## src/rtl/bx_pkg.sv

```systemverilog
package bx_pkg;
   localparam int BX_ADDR_W = 16;
   localparam int BX_BANK_W = 4;
   localparam int BX_PTR_W  = 8;

   // Stack operation selected in a cycle
   typedef enum logic [1:0] {
      STK_IDLE = 2'd0,
      STK_PUSH = 2'd1,
      STK_POP  = 2'd2,
      STK_HOLD = 2'd3   // request refused (overflow or underflow)
   } stk_op_e;
endpackage

```

## src/rtl/bx_stack_ptr.sv

```systemverilog
module bx_stack_ptr
   import bx_pkg::*;
#(
   parameter int PTR_W     = BX_PTR_W,
   parameter int STK_DEPTH = 128,
   localparam int IDX_W    = $clog2(STK_DEPTH)
) (
   input  logic             clk,
   input  logic             rst_n,
   input  logic             call_i,
   input  logic             ret_i,
   output stk_op_e          op_o,
   output logic [IDX_W-1:0] wr_idx_o,
   output logic [IDX_W-1:0] rd_idx_o,
   output logic [PTR_W-1:0] sp_o,
   output logic             ovf_o,
   output logic             unf_o
);
   localparam logic [PTR_W-1:0] PTR_TOP  = {PTR_W{1'b1}};
   localparam logic [PTR_W-1:0] PTR_BASE = PTR_W'((2 ** PTR_W) - STK_DEPTH);
   localparam logic [PTR_W-1:0] PTR_RST  = PTR_BASE - PTR_W'(1);

   if (STK_DEPTH < 2 || STK_DEPTH >= (2 ** PTR_W)) begin : g_bad_depth
      $error("bx_stack_ptr: STK_DEPTH must lie between 2 and 2**PTR_W-1");
   end
   if ((2 ** IDX_W) != STK_DEPTH) begin : g_bad_pow2
      $error("bx_stack_ptr: STK_DEPTH must be a power of two");
   end

   logic [PTR_W-1:0] sp_q;
   logic [PTR_W-1:0] sp_inc;
   logic [PTR_W-1:0] wr_off;
   logic [PTR_W-1:0] rd_off;

   assign sp_inc = sp_q + PTR_W'(1);
   assign wr_off = sp_inc - PTR_BASE;
   assign rd_off = sp_q - PTR_BASE;
   assign wr_idx_o = wr_off[IDX_W-1:0];
   assign rd_idx_o = rd_off[IDX_W-1:0];

   always_comb begin
      op_o = STK_IDLE;
      if (call_i) begin
         op_o = (sp_q == PTR_TOP) ? STK_HOLD : STK_PUSH;
      end else if (ret_i) begin
         op_o = (sp_q == PTR_RST) ? STK_HOLD : STK_POP;
      end
   end

   always_ff @(posedge clk or negedge rst_n) begin
      if (!rst_n) begin
         sp_q  <= PTR_RST;
         ovf_o <= 1'b0;
         unf_o <= 1'b0;
      end else begin
         unique case (op_o)
            STK_PUSH: sp_q <= sp_inc;
            STK_POP:  sp_q <= sp_q - PTR_W'(1);
            STK_HOLD: begin
               if (call_i) ovf_o <= 1'b1;
               else        unf_o <= 1'b1;
            end
            default: ;
         endcase
      end
   end

   assign sp_o = sp_q;
endmodule

```

## src/rtl/bx_stack_ram.sv

```systemverilog
module bx_stack_ram #(
   parameter int WIDTH = 4,
   parameter int DEPTH = 128,
   localparam int IDX_W = $clog2(DEPTH)
) (
   input  logic             clk,
   input  logic             we_i,
   input  logic [IDX_W-1:0] wr_idx_i,
   input  logic [WIDTH-1:0] wr_data_i,
   input  logic [IDX_W-1:0] rd_idx_i,
   output logic [WIDTH-1:0] rd_data_o
);
   if (WIDTH < 1) begin : g_bad_width
      $error("bx_stack_ram: WIDTH must be positive");
   end

   logic [WIDTH-1:0] mem [DEPTH];

   always_ff @(posedge clk) begin
      if (we_i) mem[wr_idx_i] <= wr_data_i;
   end

   assign rd_data_o = mem[rd_idx_i];
endmodule

```

## src/rtl/bx_addr_map.sv

```systemverilog
module bx_addr_map #(
   parameter int          ADDR_W    = 16,
   parameter int          BANK_W    = 4,
   parameter int unsigned INT_LIMIT = 'h0C000,
   parameter bit          HAS_SEL   = 1'b1,
   localparam int         PHYS_W    = ADDR_W + BANK_W
) (
   input  logic [BANK_W-1:0] bank_i,
   input  logic [ADDR_W-1:0] addr_i,
   input  logic              ext_access_i,
   output logic [PHYS_W-1:0] phys_o,
   output logic              ext_o
);
   if (PHYS_W > 31) begin : g_bad_phys
      $error("bx_addr_map: physical width too large for INT_LIMIT compare");
   end

   assign phys_o = {bank_i, addr_i};

   if (!HAS_SEL) begin : g_no_sel
      assign ext_o = 1'b1;
   end else if (INT_LIMIT == 0) begin : g_all_ext
      assign ext_o = 1'b1;
   end else begin : g_cmp
      localparam logic [PHYS_W:0] LIMIT = (PHYS_W + 1)'(INT_LIMIT);
      logic below;
      assign below = ({1'b0, phys_o} < LIMIT);
      assign ext_o = !ext_access_i || !below;
   end
endmodule

```

## src/rtl/bank_ext_unit.sv

```systemverilog
module bank_ext_unit
   import bx_pkg::*;
#(
   parameter int          ADDR_W    = BX_ADDR_W,
   parameter int          BANK_W    = BX_BANK_W,
   parameter int          PTR_W     = BX_PTR_W,
   parameter int          STK_DEPTH = 128,
   parameter int unsigned INT_LIMIT = 'h0C000,
   localparam int         PHYS_W    = ADDR_W + BANK_W,
   localparam int         IDX_W     = $clog2(STK_DEPTH)
) (
   input  logic              clk,
   input  logic              rst_n,
   input  logic              call_i,
   input  logic              ret_i,
   input  logic [BANK_W-1:0] call_bank_i,
   input  logic              data_bank_we_i,
   input  logic [BANK_W-1:0] data_bank_i,
   input  logic              ext_access_i,
   input  logic [ADDR_W-1:0] code_addr_i,
   input  logic [ADDR_W-1:0] data_addr_i,
   output logic [PHYS_W-1:0] code_phys_o,
   output logic [PHYS_W-1:0] data_phys_o,
   output logic              fetch_ext_o,
   output logic [BANK_W-1:0] code_bank_o,
   output logic [BANK_W-1:0] data_bank_o,
   output logic              ovf_o,
   output logic              unf_o
);
   stk_op_e          op;
   logic [IDX_W-1:0] wr_idx;
   logic [IDX_W-1:0] rd_idx;
   logic [PTR_W-1:0] sp;
   logic [BANK_W-1:0] saved_bank;
   logic [BANK_W-1:0] code_bank_q;
   logic [BANK_W-1:0] data_bank_q;
   logic              data_unused_ext;

   bx_stack_ptr #(.PTR_W(PTR_W), .STK_DEPTH(STK_DEPTH)) u_ptr (
      .clk     (clk),
      .rst_n   (rst_n),
      .call_i  (call_i),
      .ret_i   (ret_i),
      .op_o    (op),
      .wr_idx_o(wr_idx),
      .rd_idx_o(rd_idx),
      .sp_o    (sp),
      .ovf_o   (ovf_o),
      .unf_o   (unf_o)
   );

   bx_stack_ram #(.WIDTH(BANK_W), .DEPTH(STK_DEPTH)) u_ram (
      .clk      (clk),
      .we_i     (op == STK_PUSH),
      .wr_idx_i (wr_idx),
      .wr_data_i(code_bank_q),
      .rd_idx_i (rd_idx),
      .rd_data_o(saved_bank)
   );

   // Code bank: replaced by target on push, by stacked value on pop
   always_ff @(posedge clk or negedge rst_n) begin
      if (!rst_n) begin
         code_bank_q <= '0;
      end else begin
         unique case (op)
            STK_PUSH: code_bank_q <= call_bank_i;
            STK_POP:  code_bank_q <= saved_bank;
            default: ;
         endcase
      end
   end

   // Data bank: loaded only through its own strobe
   always_ff @(posedge clk or negedge rst_n) begin
      if (!rst_n)              data_bank_q <= '0;
      else if (data_bank_we_i) data_bank_q <= data_bank_i;
   end

   bx_addr_map #(
      .ADDR_W(ADDR_W), .BANK_W(BANK_W), .INT_LIMIT(INT_LIMIT), .HAS_SEL(1'b1)
   ) u_code_map (
      .bank_i      (code_bank_q),
      .addr_i      (code_addr_i),
      .ext_access_i(ext_access_i),
      .phys_o      (code_phys_o),
      .ext_o       (fetch_ext_o)
   );

   bx_addr_map #(
      .ADDR_W(ADDR_W), .BANK_W(BANK_W), .INT_LIMIT(INT_LIMIT), .HAS_SEL(1'b0)
   ) u_data_map (
      .bank_i      (data_bank_q),
      .addr_i      (data_addr_i),
      .ext_access_i(ext_access_i),
      .phys_o      (data_phys_o),
      .ext_o       (data_unused_ext)
   );

   assign code_bank_o = code_bank_q;
   assign data_bank_o = data_bank_q;
endmodule

```

## config.mk

```make
export PLATFORM = sky130hd
export DESIGN_NAME = bank_ext_unit
export DESIGN_NICKNAME = d
export VERILOG_FILES = /design/src/rtl/bx_pkg.sv /design/src/rtl/bx_stack_ptr.sv /design/src/rtl/bx_stack_ram.sv /design/src/rtl/bx_addr_map.sv /design/src/rtl/bank_ext_unit.sv
export SDC_FILE = /design/constraint.sdc
export NUM_CORES = 1
export LEC_CHECK = 0
export BUFFER_PORTS_ARGS = -buffer_cell sky130_fd_sc_hd__clkbuf_2
export CAP_MARGIN = 5
export CELL_PAD_IN_SITES_DETAIL_PLACEMENT = 1
export CELL_PAD_IN_SITES_GLOBAL_PLACEMENT = 1
export CORE_ASPECT_RATIO = 1.25
export CORE_MARGIN = 5
export CORE_UTILIZATION = 25
export DETAILED_ROUTE_END_ITERATION = 8
export PLACE_DENSITY_LB_ADDON = 0.1
export SLEW_MARGIN = 20
export SYNTH_ARGS = -nofsm -noshare
export SYNTH_HDL_FRONTEND = slang
export SYNTH_SLANG_ARGS = --single-unit
```

## constraint.sdc

```tcl
create_clock -name clk -period 4.3 [get_ports clk]
set_input_delay 0.215 -clock clk [delete_from_list [all_inputs] [get_ports clk]]
set_output_delay 0.215 -clock clk [all_outputs]
set_load 0.005 [all_outputs]
```

== Yosys cells after proc, flatten, opt, wreduce, memory -nomap -nowiden ==
Memories as Yosys holds them, arrays and structs flattened.
Index checks and enable logic that the tools add are counted.

* Bits in writable memories: 512
* Word-level logic and storage cells: 31
* Output and inout port bits: 51
* Input bits: 46
* Memories kept: 1
* Register bits: 18

{| class="wikitable"
|+ Memories
! memory !! words !! bits a word !! rd ports !! clocked after Yosys merged registers in !! write ports !! line !! RTL
|-
| u_ram.mem || 128 || 4 || 1 || 0 || 1 || bx_stack_ram.sv:17 || <nowiki>logic [WIDTH-1:0] mem [DEPTH];</nowiki>
|}

* Order comparisons: 1
* Reduce and logical (&&, ||, !) cells: 6
* Mux-type cells: 8
* Eq/ne operators: 5
* Bitwise operators: 1
* Add/sub/neg operators: 4

{| class="wikitable"
|+ Operators with widths
! operator !! count
|-
| < comparator 20 x 16 -> 1 bit, second input constant || 1
|-
| one-hot mux 8 bit (2 select lines) || 1
|-
| subtractor 7 x 1 -> 7 bit, second input constant || 2
|-
| adder 8 x 1 -> 8 bit, second input constant || 1
|-
| equality test 8 x 7 -> 1 bit, second input constant || 1
|-
| equality test 8 bit, second input constant || 1
|-
| one-hot mux 4 bit (2 select lines) || 1
|-
| subtractor 8 x 1 -> 8 bit, second input constant || 1
|-
| 2-to-1 mux 2 bit || 3
|-
| equality test 2 bit, second input constant || 2
|-
| AND reduction 2 bit || 2
|-
| 2-to-1 mux 1 bit || 3
|-
| equality test 2 x 1 -> 1 bit, second input constant || 1
|-
| logical NOT 1 bit || 2
|-
| nonzero test 2 bit || 1
|-
| logical OR 1 bit || 1
|-
| NOT 1 bit || 1
|}

== Depth between registers and ports, before layout ==
* Word-level depth: 7
* Gate-level depth with buffers: 13
* Depth with buffers taken out: 11

== Cells and area by module ==
A second synthesis with hierarchy kept.

* Cell total of the unflattened synthesis: 1060
* Area, all modules: 21563.2 µm²

{| class="wikitable"
|+ By module, submodules not included
! module !! cells an instance !! area an instance (µm²) !! sequential area each (µm²) !! times used
|-
| bx_stack_ram || 904 || 20113.0 || 15374.7 || 1
|-
| bx_stack_ptr || 82 || 759.5 || 259.0 || 1
|-
| bank_ext_unit || 29 || 364.1 || 200.2 || 1
|-
| bx_addr_map (u_code_map) || 23 || 165.2 || 0.0 || 1
|-
| bx_addr_map (u_data_map) || 22 || 161.4 || 0.0 || 1
|}

== Worst setup path before layout ==
OpenSTA, ideal clock, no wires.

* Path kind: flip-flop to flip-flop
* Start: register u_ptr.sp_q[3], in the netlist u_ptr.sp_o[3]
* End: memory u_ram.mem[35][0], enable pin
* Path buffers: 3
* Setup time: 0.330 ns
* Clock period less this slack: 3.230 ns
* Arrival time: 2.900 ns
* Stages on the path, launching flop included: 11
* Path slack: 1.070 ns
* Data required time: 3.970 ns
* Cell sequence: dfstp_2 -> and2_1 -> clkbuf_1 -> clkbuf_1 -> nand2_1 -> o41ai_1 -> ha_1 -> nor2b_1 -> nand3_1 -> clkbuf_1 -> nor2_1

* Word-level cells in the longest chain between the ends: 7
* Elaborated cells on any way between the ends: 11
* Those cells by class: 2 x add/sub; 3 x eq/ne; 6 x mux

{| class="wikitable"
|+ RTL lines
! element !! line !! RTL
|-
| start, declared || bx_stack_ptr.sv:30 || <nowiki>logic [PTR_W-1:0] sp_q;</nowiki>
|-
| start signal, assigned || bx_stack_ptr.sv:57 || <nowiki>STK_PUSH: sp_q <= sp_inc;</nowiki>
|-
| start signal, assigned || bx_stack_ptr.sv:58 || <nowiki>STK_POP: sp_q <= sp_q - PTR_W'(1);</nowiki>
|-
| branches (longest 7 deep; another with adder 8 x 1 -> 8 bit) || -- ||
|-
| end, declared || bx_stack_ram.sv:17 ||
|}

Several ways; the timed one is not identified.

== Worst setup path after layout ==
* Start: register u_ptr.sp_q[0], in the netlist u_ptr.sp_o[0]
* End: memory u_ram.mem[75][3], enable pin

Same word-level chain as after synthesis.

==> summary.txt <==
Floorplanning
  • Core area: 0.0874 mm²
  • Initial core utilization: 25.3%
  • Die X: 276 µm
  • Die span in y: 342 µm
  • Boundary pin count: 97
  • Site Rows: 121
  • Die ar.: 0.0943 mm²

Global route
  • Largest net degree at the start of global routing: 77
  • M2 GR Usage: 25.5%
  • Met1 GRT Util: between 10% and 20%
  • Gr usage total: 14.7%
  • First-pass GRT wire length: 99.2 mm
  • Global route overflow: 0
  • Initial antenna violation count: 4
  • Vias in the first global route: around 13k
  • GR Layer Usage met3: 2.03%
  • Busiest layer in global routing: met2

Routing
  • Via density: 4.54
  • Routed Wire Length: between 60 and 70 mm
  • 1st-pass router iterations: 4
  • Vias: 11.6k
  • WL/cell: between 20 and 30 µm
  • Detail Route Antenna Nets: 0
  • DR iter-0 viols: 688
  • DRC: 0

Setup path
  • CP cell instances: ha_1 > nand2_1 > o41ai_1 > ha_1 > nor2b_1 > nand3_1 > buf_4 > nor2_1
  • Worst setup EP type: register
  • Critical-path top delay cell: dfstp_4
  • Crit path DAT: 3720 ps
  • Setup crit start: u_ptr.sp_o[0]$_DFFE_PN1P_
  • Critical path peak fanout: 17
  • CP Launch Type: register
  • Crit path kind: reg2reg
  • Req. time, crit path: ~4600 ps
  • CP delay by family, top: simple AND/OR/NAND/NOR gates
  • CP dominant cell by count: ha_1
  • CP Buf/Inv Count: 1
  • Slowest stage delay, CP: 800 ps
  • FF-to-FF Start: u_ptr.sp_o[0]$_DFFE_PN1P_

Synthesis
  • Number of enable flip-flop cells after synthesis: 512
  • Main flop type after synthesis: edfxtp_1
  • Cells after Synth: about 1.3k
  • Share of flip-flops with an asynchronous set or reset: 3.40%
  • Syn Nets: approximately 1.3k
  • Yosys top cell by area: edfxtp_1
  • Register area share after synthesis: 71.8%
  • Ranking of synthesized cells by area: edfxtp_1, mux4_2, mux2i_1
  • Yosys cell types: 63
  • Area share of the largest cell type after synthesis: 69.7%
  • Synth Register Bits: 530
  • Post-synthesis area per instance: 17.2 µm²
  • YS warnings: 0
  • Post-synthesis cell area: between 0.02 and 0.025 mm²

Cells and area
  • Post-Layout Inst Area: 0.0254 mm²
  • Most frequent cells in the layout: edfxtp_1, nor2_1, mux2i_1, nand2_1, mux4_2
  • Area Overhead vs Synth: 15.2%
  • Layout Utilization: 29.1%
  • Share of layout cells above drive strength 1: 20.2%
  • Fin nets: 1390
  • Most common cell after layout, fill and taps aside: edfxtp_1

Timing
  • Slew @ Worst Pin: 991 ps
  • Relative slew margins: about a third
  • Slew Limit Fails: 0
  • Final hold violations: 0
  • Post-layout min period: 3460 ps
  • Final period util: 80.5%
  • Setup TNS: 0 ps
  • WHS: between 50 and 60 ps
  • Final count of negative-setup-slack endpoints: 0
  • Max Fclk: between 200 and 300 MHz
  • RSZ-0062 raised after global routing: false
  • Clock Skew: 18.2 ps

Clocking
  • Setup Fix Bufs, Post-CTS: 0
  • CTS root buf: clkbuf_16
  • CTS Buf Count: 58
  • CTS tree: yes
  • CTS clock-pin slew for the worst setup and hold paths: 60 ps
  • Clock insertion delay at the later pin of the skew report: 620 ps
  • Total clock sinks: 530
  • Htree depth: 2
  • Worst-case clock buffer depth: 3

Pwr
  • Pwr/cell area: 644 mW/mm²
  • Peak supply drop: 0.348 mV
  • Static leakage: 8.13 nW

Hold path
  • HP Class: in2reg
  • Worst hold start: call_bank_i[3]

Outcome
  • Status: finished, final reports clean

Place
  • I/O Buffers: 36
  • Routability cong.: 0.752
  • Placed Area: approximately 0.023 mm²
  • HPWL after detailed placement: 44.6 mm

Run
  • Max_cap viols: 0
## path summary, 6_finish.rpt
kind	end	slack [ps]	cells past startpoint
max	u_ram.mem[75][3]$_DFFE_PP_	840	8
min	code_bank_o[3]$_DFFE_PN0P_	60	5
max reg2reg	u_ram.mem[75][3]$_DFFE_PP_	840	8
min reg2reg	u_ptr.ovf_o$_DFFE_PN0P_	470	1
max in group asynchronous	code_bank_o[1]$_DFFE_PN0P_	3660	2
min in group asynchronous	data_bank_o[1]$_DFFE_PN0P_	140	2
## power breakdown
part / switching (mW) / internal, mW
Sequential: 0.413 / 6.29
Clock: 2.11 / 2.99
Combinational: 3.05 / 1.52
Total: 5.57 / 10.8
## worst reg2reg max path: cells and delay by family, from the launching register on
kind	cells	cell delay [ps]
simple gates	4	930
flops	1	800
fa+ha+maj	2	620
compound gates	1	510
buf+inv	1	240
## synth_stat cells (all sizes together), types with 3 or more instances
master / instances
nand3b: 4
nor3: 7
dfstp: 7
o31ai: 3
nor2b: 5
nand2: 71
a21o: 4
mux4: 82
a2111oi: 8
or4: 3
ha: 6
edfxtp: 512
xnor2: 8
inv: 14
o22ai: 14
mux2: 15
o2bb2ai: 5
a31oi: 4
a211oi: 3
clkbuf: 21
a221oi: 10
a22oi: 11
a21oi: 27
o221ai: 6
nand4: 6
a211o: 4
mux2i: 92
nand3: 14
dfrtp: 11
nor2: 154
o21ai: 29
and2: 5
buf: 89
nand2b: 3
xor2: 3
## state kept, by name (all words and copies together) (netlist names)
register     flops
u_ptr.unf_o      1
u_ptr.ovf_o      1
code_bank_o      4
data_bank_o      4
u_ram.mem      512
u_ptr.sp_o       8
## final cells by class
| class | instances | area, µm² |
|---|---|---|
| multi-input cells | 630 | 5350 |
| clock inverters | 42 | 395 |
| well taps | 1168 | 1460 |
| flip-flops and latches | 530 | 15900 |
| inverters | 15 | 56.3 |
| fillers | 9034 | 61900 |
| diodes | 1 | 2.50 |
| repair buffers | 103 | 748 |
| clock buffers | 66 | 1550 |
## logic make-up after synthesis
logic type | share of synthesized area, %
buffers and inverters | 3.98
and+or+nand+nor | 5.35
DFF | 71.8
xor gates and xnor gates | 0.437
adders and majority gates | 0.340
muxes | 13.6
AOI/OAI and AO/OA | 4.57
## timing repair
item                                    CTS  global route
hold endpoints to repair                 24             0
hold buffers                             11             0
resized for setup                         0             0
endpoints found under the setup margin    0             0
## through the flow
stage / setup slack [ps] / power [mW] / instances
5_1_grt: 554 / 17.2 / 2554
3_3_place_gp: 800 / 11.6 / 2435
3_5_place_dp: 766 / 11.6 / 2435
4_1_cts: 750 / 16.8 / 2554
6_report: 839 / 16.4 / 2555
2_1_floorplan: 1070 / 9.48 / 1285
## routing by layer
| metal | part of all wire (%) | vias to the layer above | wire (µm) |
|---|---|---|---|
| met3 | 2.8 | 114 | 1970 |
| met2 | 51 | 196 | 35500 |
| met1 | 43 | 6159 | 30300 |
| met4 | 2.9 | 0 | 2000 |
| met5 | 0 | - | 0 |
| li1 | - | 5139 | - |
(Power assumes the default switching activity.)
